==> src/rtl/alu_pkg.sv <==
package alu_pkg;

  // Select encoding; the ALU slices use op_sel[1] and op_sel[0] directly.
  typedef enum logic [1:0] {
    OP_AND = 2'b00,
    OP_ADD = 2'b01,
    OP_OR  = 2'b10,
    OP_SUB = 2'b11
  } alu_op_e;

endpackage

==> src/rtl/alu_mux2.sv <==
module alu_mux2 #(
  parameter int W = 1
) (
  input  logic [W-1:0] in0,
  input  logic [W-1:0] in1,
  input  logic         sel,
  output logic [W-1:0] out
);

  always_comb begin
    out = sel ? in1 : in0;
  end

endmodule

==> src/rtl/alu_full_adder.sv <==
module alu_full_adder (
  input  logic x,
  input  logic y,
  input  logic ci,
  output logic s,
  output logic co
);

  logic p;

  always_comb begin
    p  = x ^ y;
    s  = p ^ ci;
    co = (x & y) | (p & ci);
  end

endmodule

==> src/rtl/alu_bit_slice.sv <==
module alu_bit_slice (
  input  logic bit_a,
  input  logic bit_b,
  input  logic sel_lo,
  input  logic sel_hi,
  input  logic c_in,
  output logic bit_res,
  output logic c_out
);

  logic b_inv;
  logic b_eff;
  logic and_bit;
  logic or_bit;
  logic sum_bit;
  logic pick_lo;
  logic pick_hi;

  always_comb begin
    b_inv   = ~bit_b;
    and_bit = bit_a & bit_b;
    or_bit  = bit_a | bit_b;
  end

  // sel_hi alone picks the inverted B for every slice (shared with carry-in).
  alu_mux2 #(.W(1)) u_bsel (
    .in0 (bit_b),
    .in1 (b_inv),
    .sel (sel_hi),
    .out (b_eff)
  );

  alu_full_adder u_fa (
    .x  (bit_a),
    .y  (b_eff),
    .ci (c_in),
    .s  (sum_bit),
    .co (c_out)
  );

  // sel_lo: logic op vs adder, in each half; sel_hi: which half.
  alu_mux2 #(.W(1)) u_mlo (
    .in0 (and_bit),
    .in1 (sum_bit),
    .sel (sel_lo),
    .out (pick_lo)
  );

  alu_mux2 #(.W(1)) u_mhi (
    .in0 (or_bit),
    .in1 (sum_bit),
    .sel (sel_lo),
    .out (pick_hi)
  );

  alu_mux2 #(.W(1)) u_mout (
    .in0 (pick_lo),
    .in1 (pick_hi),
    .sel (sel_hi),
    .out (bit_res)
  );

endmodule

==> src/rtl/alu_slice_chain.sv <==
module alu_slice_chain
  import alu_pkg::*;
#(
  parameter int WIDTH = 8
) (
  input  logic             clk,
  input  logic             rst,
  input  logic [WIDTH-1:0] opnd_a,
  input  logic [WIDTH-1:0] opnd_b,
  input  logic [1:0]       op_sel,
  output logic [WIDTH-1:0] result,
  output logic             carry_out
);

  localparam int NCARRY = WIDTH + 1;

  logic [NCARRY-1:0] carry_chain;
  logic [WIDTH-1:0]  slice_res;

  // Carry into slice 0 is the raw upper select bit.
  assign carry_chain[0] = op_sel[1];

  for (genvar i = 0; i < WIDTH; i++) begin : g_slice
    alu_bit_slice u_slice (
      .bit_a   (opnd_a[i]),
      .bit_b   (opnd_b[i]),
      .sel_lo  (op_sel[0]),
      .sel_hi  (op_sel[1]),
      .c_in    (carry_chain[i]),
      .bit_res (slice_res[i]),
      .c_out   (carry_chain[i+1])
    );
  end

  always_ff @(posedge clk) begin
    if (rst) begin
      result    <= '0;
      carry_out <= 1'b0;
    end else begin
      result    <= slice_res;
      carry_out <= carry_chain[WIDTH];
    end
  end


  a_r1_and_result: assert property (@(posedge clk) disable iff (rst)
    (op_sel == OP_AND) |=> (result == ($past(opnd_a) & $past(opnd_b))));


  a_r2_add_result: assert property (@(posedge clk) disable iff (rst)
    (op_sel == OP_ADD) |=> (result == $past(opnd_a) + $past(opnd_b)));


  a_r3_or_result: assert property (@(posedge clk) disable iff (rst)
    (op_sel == OP_OR) |=> (result == ($past(opnd_a) | $past(opnd_b))));


  a_r4_sub_result: assert property (@(posedge clk) disable iff (rst)
    (op_sel == OP_SUB) |=> (result == $past(opnd_a) - $past(opnd_b)));

  // a + b overflows exactly when a > ~b
  a_r5_add_carry: assert property (@(posedge clk) disable iff (rst)
    (op_sel == OP_ADD) |=> (carry_out == ($past(opnd_a) > ~$past(opnd_b))));


  a_r6_sub_carry: assert property (@(posedge clk) disable iff (rst)
    (op_sel == OP_SUB) |=> (carry_out == ($past(opnd_a) >= $past(opnd_b))));

  // shared control makes logic ops carry like their adder sibling
  a_r7_or_carry: assert property (@(posedge clk) disable iff (rst)
    (op_sel == OP_OR) |=> (carry_out == ($past(opnd_a) >= $past(opnd_b))));

  a_r7_and_carry: assert property (@(posedge clk) disable iff (rst)
    (op_sel == OP_AND) |=> (carry_out == ($past(opnd_a) > ~$past(opnd_b))));

endmodule

==> config.mk <==
export PLATFORM = sky130hd
export DESIGN_NAME = alu_slice_chain
export DESIGN_NICKNAME = d
export VERILOG_FILES = /design/src/rtl/alu_pkg.sv /design/src/rtl/alu_mux2.sv /design/src/rtl/alu_full_adder.sv /design/src/rtl/alu_bit_slice.sv /design/src/rtl/alu_slice_chain.sv
export SDC_FILE = /design/constraint.sdc
export NUM_CORES = 1
export LEC_CHECK = 0
export BUFFER_PORTS_ARGS = -buffer_cell sky130_fd_sc_hd__buf_2
export CELL_PAD_IN_SITES_DETAIL_PLACEMENT = 0
export CELL_PAD_IN_SITES_GLOBAL_PLACEMENT = 1
export CORE_ASPECT_RATIO = 1.25
export CORE_MARGIN = 10
export CORE_UTILIZATION = 34
export CTS_BUF_LIST = sky130_fd_sc_hd__clkbuf_4 sky130_fd_sc_hd__clkbuf_8 sky130_fd_sc_hd__clkbuf_16
export DETAILED_ROUTE_END_ITERATION = 12
export PLACE_DENSITY_LB_ADDON = 0.1
export SLEW_MARGIN = 20
export SYNTH_ARGS = -nofsm -noshare
export SYNTH_HDL_FRONTEND = slang
export SYNTH_SLANG_ARGS = --single-unit
==> constraint.sdc <==
create_clock -name clk -period 5.25 [get_ports clk]
set_input_delay 0.525 -clock clk [delete_from_list [all_inputs] [get_ports clk]]
set_output_delay 0.525 -clock clk [all_outputs]
set_load 0.02 [all_outputs]
# Yosys cells after proc, flatten, opt, wreduce, memory -nomap -nowiden
# Index checks and enable logic that the tools add are counted.
# W data, S select, Z words.
[word_totals] reg_bits=9 latch_bits=0 ram_bits=0 mem_bits_ro=0 in_bits=20 out_inout_bits=9 word_cells=98 memories=0
[op_classes] add_sub_neg=0 n_mul=0 n_div=0 n_lt_le_gt_ge=0 n_eq_ne=0 shift=0 mux=32 bitwise_logic=64 n_reduce_logical=0
[op_table] op="$mux W1" count=32
[op_table] op="$and A1 B1 Y1" count=24
[op_table] op="$or A1 B1 Y1" count=16
[op_table] op="$xor A1 B1 Y1" count=16
[op_table] op="$not A1 Y1" count=8

# Depth between registers and ports, before layout
# Gate-level depths: netlist (run 1).
[logic_depth] word_depth=20 mapped_depth=13 mapped_depth_nobuf=11

# Hierarchy
# From an unflattened synthesis (run 1), not the netlist that was laid out.
[unflattened] cells_unflattened=82 area_unflattened_um2=1017.2
[by_module_without_submodules] mod="alu_mux2" instances=32 cells_per_inst=1 area_each_um2=15.0 seq_area_each_um2=0.0
[by_module_without_submodules] mod="alu_slice_chain" instances=1 cells_per_inst=18 area_each_um2=236.5 seq_area_each_um2=180.2
[by_module_without_submodules] mod="alu_full_adder" instances=8 cells_per_inst=1 area_each_um2=20.0 seq_area_each_um2=0.0
[by_module_without_submodules] mod="alu_bit_slice" instances=8 cells_per_inst=3 area_each_um2=17.5 seq_area_each_um2=0.0

# Least setup slack after synthesis (run 1)
# OpenSTA, ideal clock, no wires.
[synth_path] path_kind="input-to-reg" from="in op_sel[1]" to="reg result[7]" setup_time_ns=0.124 t_arrival_ns=3.765 t_required_ns=5.126 slack_ns=1.361 cell_stages=13 path_cell_list="buf_6 > buf_12 > xnor2_1 > fa_1 > fa_1 > fa_1 > fa_1 > fa_1 > fa_1 > inv_1 > fa_1 > inv_1 > a221oi_2"
[synth_via] elab_chain_cells=19 elab_cells_between_ends=41
[synth_lines] element="start: declaration" line="alu_slice_chain.sv:10" text="input logic [1:0] op_sel,"
[synth_lines] element="$mux W1" line="alu_mux2.sv:11" text="out = sel ? in1 : in0;"
[synth_lines] element="$xor A1 B1 Y1" line="alu_full_adder.sv:12" text="p = x ^ y;"
[synth_lines] element="$and A1 B1 Y1" line="alu_full_adder.sv:14" text="co = (x & y) | (p & ci);"
[synth_lines] element="$or A1 B1 Y1" line="alu_full_adder.sv:14"
[synth_lines] element="$and A1 B1 Y1" line="alu_full_adder.sv:14"
[synth_lines] element="$or A1 B1 Y1" line="alu_full_adder.sv:14"
[synth_lines] element="$and A1 B1 Y1" line="alu_full_adder.sv:14"
[synth_lines] element="$or A1 B1 Y1" line="alu_full_adder.sv:14"
[synth_lines] element="[... 3 more ...]"
[synth_lines] element="$or A1 B1 Y1" line="alu_full_adder.sv:14"
[synth_lines] element="$and A1 B1 Y1" line="alu_full_adder.sv:14"
[synth_lines] element="$or A1 B1 Y1" line="alu_full_adder.sv:14"
[synth_lines] element="$and A1 B1 Y1" line="alu_full_adder.sv:14"
[synth_lines] element="$or A1 B1 Y1" line="alu_full_adder.sv:14"
[synth_lines] element="$xor A1 B1 Y1" line="alu_full_adder.sv:13" text="s = p ^ ci;"
[synth_lines] element="$mux W1" line="alu_mux2.sv:11"
[synth_lines] element="$mux W1 *" line="alu_mux2.sv:11"
[synth_lines] element="end signal: assignment" line="alu_slice_chain.sv:40" text="result <= slice_res;"
[synth_lines] element="end: declaration" line="alu_slice_chain.sv:11" text="output logic [WIDTH-1:0] result,"
# Mark *: on every way between the ends. The rest lies on a longest branch, timed or not.
# A chain may end at the register's enable or synchronous reset.

# Final worst setup path (run 1)
# Ends and elaborated chain as after synthesis.

==> results.txt, run 1 <==
The total global routing track utilization was 0.0783. In the synthesized netlist the dominant register cell turns out to be sky130_fd_sc_hd__dfxtp_1. The synthesis-to-finish area growth is 19.6%, and the power density over the cells is 252 nW/µm². In this run the standard cell core region covers 1960 µm². The tools report the worst endpoint data arrival time as 3.98 ns. Traced cell by cell, the critical path runs through buf_2, xnor2_1, fa_1, fa_1, fa_1, fa_1, fa_1, fa_1, inv_1, fa_1, inv_1, a221oi_2. For the share of the core filled with cells, the log shows 0.424.

Dividing the detail-routed via count by the number of cells gives 4.83. The die width was 60.4 µm. Library cell used as clock root buffer: sky130_fd_sc_hd__clkbuf_4.

The synthesized design contains 9 register bits. Ranked by total cell area, the synthesized netlist is headed by sky130_fd_sc_hd__dfxtp_1 (26%), sky130_fd_sc_hd__fa_1 (20%), sky130_fd_sc_hd__a221oi_1 (7.6%). The fraction of the yosys area taken by sequential cells came out at 0.259.

The initial core utilization is 0.354, and the number of distinct library cells after synthesis is 21. Setup violations remaining at the end of the flow were counted as 0. The run gives 0.750 as the remaining max-slew budget at the tightest pin.

The number of port buffers came out at 28. The number of antenna violations at the first check in global routing is 0, and the final-layout worst hold slack is 0.569 ns. After filler insertion, the fill cell instance count of the layout stands at 210. The final standard cell count with taps included and fillers excluded is 114. The logs give 67.9 µW for the switching power total and 0.0992 mV for the worst vdd rail ir drop. The clock network fraction of total power was 0.283; the DRC violation total after the first TritonRoute iteration was 14. Library cell with the largest summed area after synthesis: sky130_fd_sc_hd__dfxtp_1. Summing every instance area after synthesis gives 694 µm².

The max-cap check violation count was 0. At the pin with the least slew margin, the transition time is 0.375 ns. The category of the critical setup timing path is primary input to flip-flop. Synthesis produced 67 cells. The required time of the critical path is 5.38 ns. For the sequential power share, the log shows 0.371. Clock-pin slew was measured on the worst setup and hold paths at 0.06 ns.

For this design the static power due to leakage is 0.403 nW. Yosys printed 0 warnings. Clock tree synthesis inserted a total of 3 buffers. Entering global routing, the biggest net connects 19 pins.

The first global-routing pass estimated 2610 µm of wire. The maximum single-stage delay on the critical path is 0.41 ns. The net count after synthesis was 96.

The logs give 0 for the sum of overflow across all layers after global routing and 110 for the number of cells in the design after placement. The tools report the clock sink count as 9. TritonCTS built the clock tree. Setup repair after global routing left no endpoint under its margin. The logs give 4260 µm² for the die area and 1500 µm for the wire length reported by the detailed router. The area share of the leading cell type in the synthesized netlist came out at 0.259.

Yosys instantiated no cell more often than sky130_fd_sc_hd__inv_1. STA classifies the critical path endpoint as a flip-flop. STA classifies the critical path startpoint as a primary input.

In the synthesized netlist, the cells that appear most often are sky130_fd_sc_hd__inv_1 (10), sky130_fd_sc_hd__dfxtp_1 (9), sky130_fd_sc_hd__a21oi_1 (7), sky130_fd_sc_hd__fa_1 (7). The tools report the count of cells resized by post-cts repair as 0. In this run the core area contains 18 standard-cell rows.

The tools report the remaining design rule violation count as 0. Among all stages on the critical path, the largest delay is contributed by sky130_fd_sc_hd__fa_1. For the HPWL after detailed placement, the log shows 1180 µm. The average instance in the mapped netlist occupies 10.4 µm².

For this run, the post-layout net count is 124. Most used cell along the critical path: sky130_fd_sc_hd__fa_1. The maximum net fanout on the critical path is 18, and the maximum clock insertion buffer count is 2.

The weighted congestion at the end of routability-driven global placement was 0.710; the maximum frequency from static timing analysis was 0.259 GHz. The combinational group share of total power is 0.346. Path type of the worst min-delay path: primary input to flip-flop. The fraction of layout cells with a size suffix above 1 was 0.372; the top-level I/O count was 29. The number of synthesized flops with an enable pin was 0. In this run the remaining antenna-violating nets after routing total 0.

The tools report the iteration count of the initial detailed-routing pass as 4. The repair_antennas step left the layout with diodes totalling 0. Total power for the finished layout comes to 210 µW.

The flow ran to the end, and the final reports show no timing, DRC or antenna violations. The routed layout has 551 vias. The post-CTS setup-driven buffer insertion count was 0; the die height was 70.5 µm. The count of H-tree levels built during CTS came out at 1.

The count of final hold-check violations came out at 0. The count of hold-fix buffers inserted at cts was 0; the share of flip-flops with an asynchronous set or reset after synthesis was 0. The tools report the via count of the first global-routing pass as 578. The fraction of power spent switching nets is 0.324, and the internal power is 142 µW. For the number of pins exceeding their max-slew limit in the final report, the log shows 0. For the final routed database, the setup TNS stands at 0 ns.

Clock period minus worst slack: 3.85 ns. The part of the cycle the worst path needs was 0.734. The average wire length per cell after detail routing works out to 13.1 µm.
## worst max-delay path: cells and delay by family
family,cells,cell delay [ns]
adders and majority gates,7,2.76
buffers and inverters,3,0.47
xor gates and xnor gates,1,0.15
AOI/OAI and AO/OA,1,0.06
## path summary, 6_finish.rpt
path	startpoint	endpoint	slack [ns]	cells past startpoint
worst min-delay path	opnd_b[6]	result[6]$_SDFF_PP0_	0.57	3
worst max-delay path	op_sel[1]	result[7]$_SDFF_PP0_	1.40	12
## through the flow
stage                     setup slack, ns  instance area, µm²
after floorplan                      1.36                 694
after global placement               1.11                 801
after detailed placement             1.14                 801
after CTS                            1.38                 831
after global routing                 1.26                 831
final                                1.40                 831
## state kept, by name (all words and copies together) (netlist names)
register and cells:
carry_out 1, result 8
## layer usage
| layer | GRT usage | up-vias | wire length [µm] |
|---|---|---|---|
| met1 | 0.0946 | 245 | 633 |
| met2 | 0.118 | 21 | 746 |
| met5 | 0 | - | 0 |
| met4 | 0.0587 | 0 | 30 |
| met3 | 0.0127 | 2 | 87 |
| li1 | - | 283 | - |
## placed cells by master (no fill, tap or decap), drive strengths merged
| cell type | instances |
|---|---|
| a221oi | 7 |
| nand3b | 1 |
| dfxtp | 9 |
| xor2 | 1 |
| nor2b | 1 |
| nor2 | 1 |
| mux2i | 1 |
| fa | 7 |
| buf | 28 |
| xnor2 | 6 |
| inv | 10 |
| clkbuf | 4 |
| a21oi | 7 |
| o21ai | 7 |
| o41ai | 1 |
| and2 | 1 |
| ha | 2 |
## power by group through the flow
stage	clock network, mW	registers, mW	logic (mW)
3_5_place_dp	0	0.0793	0.0734
6_report	0.0592	0.0778	0.0725
3_3_place_gp	0	0.0793	0.0750
2_1_floorplan	0	0.0904	0.0416
4_1_cts	0.0637	0.0778	0.0744
5_1_grt	0.0657	0.0786	0.0839
## cells by family (layout without fill, tap and decap cells)
group / count (synthesis) / count (layout) / synth area share
compound gates: 22 / 22 / 0.227
xor+xnor: 7 / 7 / 0.0883
fa+ha+maj: 9 / 9 / 0.238
buf+inv: 15 / 42 / 0.139
flops: 9 / 9 / 0.259
mux: 1 / 1 / 0.0144
simple gates: 4 / 4 / 0.0342
## cell type report
cell class,count,area [µm²],area share
clock buffers,4,30.0,0.0361
flip-flops and latches,9,180,0.217
repair buffers,28,140,0.169
well taps,20,25.0,0.0301
inverters,10,37.5,0.0452
multi-input cells,43,418,0.503
(Power assumes the default switching activity.)
==> run 2, diff against run 1 <==
==> constraint.sdc (replaced) <==
create_clock -name clk -period 3.55 [get_ports clk]
set_input_delay 0.355 -clock clk [delete_from_list [all_inputs] [get_ports clk]]
set_output_delay 0.355 -clock clk [all_outputs]
set_load 0.02 [all_outputs]
==> results.txt, run 2 (synthesis results as in run 1) <==
The die width was 60.4 µm (unchanged). The top cell types in the final layout, fill and taps aside, are sky130_fd_sc_hd__buf_2 (28), sky130_fd_sc_hd__inv_1 (10), sky130_fd_sc_hd__dfxtp_1 (9), sky130_fd_sc_hd__a21oi_1 (7). The run gives 0 (unchanged) as the sum of overflow across all layers after global routing. The most common cell after layout, fill and taps aside is sky130_fd_sc_hd__buf_2. The remaining max-slew budget at the tightest pin came out at 0.799 (+0.0488). Weighted congestion at the end of routability-driven global placement: 0.725 (+2.0%). The tools report the maximum clock insertion buffer count as 2 (unchanged). The leakage power was 0.408 nW (+1.4%). The tools report the worst endpoint data arrival time as 3.38 ns (-0.60 ns). The worst path needs 3.25 ns of the cycle, external delays included. The required time of the critical path is 3.68 ns (-1.70 ns).

The die height works out to 70.5 µm (unchanged). The total setup violations reported at the end of the flow is 0 (unchanged), and the number of antenna violations at the first check in global routing is 0 (unchanged). For the number of pins exceeding their max-slew limit in the final report, the log shows 0 (unchanged).

The remaining design rule violation count was 0 (unchanged). The run gives 0 ns (unchanged) as the setup TNS. Iteration count of the initial detailed-routing pass: 2 (-2). The logs give 16 (+2) for the DRC violation total after the first TritonRoute iteration and 0.0793 (+0.000989) for the total global routing track utilization.

Worst path setup slack after routing: 0.296 ns (-1.10 ns). In the final layout, the registers with the most flip-flops are result x8, carry_out x1. HPWL after detailed placement: 1310 µm (+12%).

Count of cells resized by post-cts repair: 0 (unchanged). Library cell used as clock root buffer: sky130_fd_sc_hd__clkbuf_4. The endpoint type of the worst setup path is a flip-flop.

For this run, the top clock speed supported by timing is 0.307 GHz. The maximum net fanout on the critical path is 5 (-13), and the wire length reported by the detailed router is 1540 µm (+2.7%). The top-level I/O count is 29 (unchanged). The clock-pin slew on the worst setup and hold paths was 0.06 ns (about the same); the via count of the first global-routing pass was 662 (+15%).

The area growth from synthesis to layout is 23.6%. The power density over the cells was 364 nW/µm² (+44%); the count of H-tree levels built during CTS was 1 (unchanged). The flip-flop count of the largest register, all copies and words added is 8 (unchanged), and the pin slew with the least headroom to its limit is 0.302 ns (-0.0732 ns).

The die area is 4260 µm² (unchanged), and the number of CTS-inserted buffers is 3 (unchanged). The worst vdd rail ir drop was 0.154 mV (+55%). The pin count of the biggest net entering global routing was 17 (-2). Floorplan core area: 1960 µm² (unchanged). For the total of fill cells in the finished design, the log shows 212 (+0.95%).

The run gives 0 (unchanged) as the number of inserted diodes. The row count was 18 (unchanged); the part of the cycle the worst path needs was 0.917. The post-placement setup slack is 0.0235 ns (-1.12 ns).

The detailed-route via count was 565 (+2.5%); the max-cap check violation count was 0 (unchanged). The area used by sequential logic in the layout came out at 180 µm² (unchanged). The run finished with clean final reports. The count of hold-fix buffers inserted at cts is 0 (unchanged), and the area taken by multi-input logic gates is 430 µm² (+3.0%). The post-CTS setup-driven buffer insertion count is 0 (unchanged), and the count of final hold-check violations is 0 (unchanged). The average wire length per cell after detail routing was 13.3 µm (+0.90%). TritonCTS built the clock tree. The clock sink count was 9 (unchanged). The worst setup path is launched from a primary input. The number of instances on the worst hold path is 3 (unchanged). The tightest min-delay check is of the primary input to flip-flop type. The logs give 0 (unchanged) for the number of antenna-violating nets in the routed design and 0.354 (unchanged) for the initial core utilization. Number of port buffers: 28 (unchanged). Fraction of layout cells with a size suffix above 1: 0.438 (+0.0652). For the wire length of the first global-routing pass, the log shows 2660 µm (+1.8%). Setup repair after global routing left no endpoint under its margin. The final layout net count is 126 (+1.6%).

The via count normalized by instance count works out to 4.87 (+0.77%). The critical path is of the primary input to flip-flop type. result holds more flip-flops than any other register.
[run 2: changes by cell type in the layout (fill, tap and decap cells not counted)]
cell	before	now
sky130_fd_sc_hd__buf_4	0	2
sky130_fd_sc_hd__fa_1	7	2
sky130_fd_sc_hd__fa_2	0	5
[run 2: worst max-delay path, stage by stage]
cell                       delay, ns
sky130_fd_sc_hd__buf_2          0.13
sky130_fd_sc_hd__xnor2_1        0.15
sky130_fd_sc_hd__fa_2           0.36
sky130_fd_sc_hd__fa_2           0.34
sky130_fd_sc_hd__fa_2           0.36
sky130_fd_sc_hd__fa_2           0.35
sky130_fd_sc_hd__fa_2           0.35
sky130_fd_sc_hd__fa_1           0.36
sky130_fd_sc_hd__inv_1          0.08
sky130_fd_sc_hd__fa_1           0.41
sky130_fd_sc_hd__inv_1          0.08
sky130_fd_sc_hd__a221oi_2       0.06
[run 2: layer usage]
metal	up-vias	wire [µm]	GRT usage
met2	17	758	0.132
met4	0	25	0.0513
met1	259	635	0.0820
met3	2	119	0.0235
li1	287	-	-
met5	-	0	0
[run 2: final cells by class]
| cell class | instances | area share |
|---|---|---|
| Multi-Input combinational cell | 43 | 0.501 |
| Sequential cell | 9 | 0.210 |
| Timing Repair Buffer | 30 | 0.181 |
| Inverter | 10 | 0.0437 |
| Clock buffer | 4 | 0.0350 |
| Tap cell | 20 | 0.0292 |
[run 2: final timing paths]
check / start / end / slack [ns]
max: op_sel[1] / result[7]$_SDFF_PP0_ / 0.30
min: opnd_b[6] / result[6]$_SDFF_PP0_ / 0.40
[run 2: where the power goes]
part / total (mW) / internal (mW) / switching, mW / leakage [nW]
sequential: 0.115 / 0.113 / 0.00247 / 0.0752
clock: 0.0844 / 0.0508 / 0.0336 / 0.0184
combinational: 0.113 / 0.0492 / 0.0637 / 0.315
total: 0.313 / 0.213 / 0.0997 / 0.408
[run 2: through the flow]
step | instances | power [mW] | hold slack [ns] | util | area [µm²]
2_1_floorplan | 67 | 0.198 | 0.530 | - | 707
3_3_place_gp | 112 | 0.232 | 0.669 | 0.423 | 828
3_5_place_dp | 112 | 0.235 | 0.672 | 0.423 | 828
4_1_cts | 116 | 0.322 | 0.389 | 0.438 | 858
5_1_grt | 116 | 0.339 | 0.421 | 0.438 | 858
6_report | 116 | 0.313 | 0.401 | 0.438 | 858
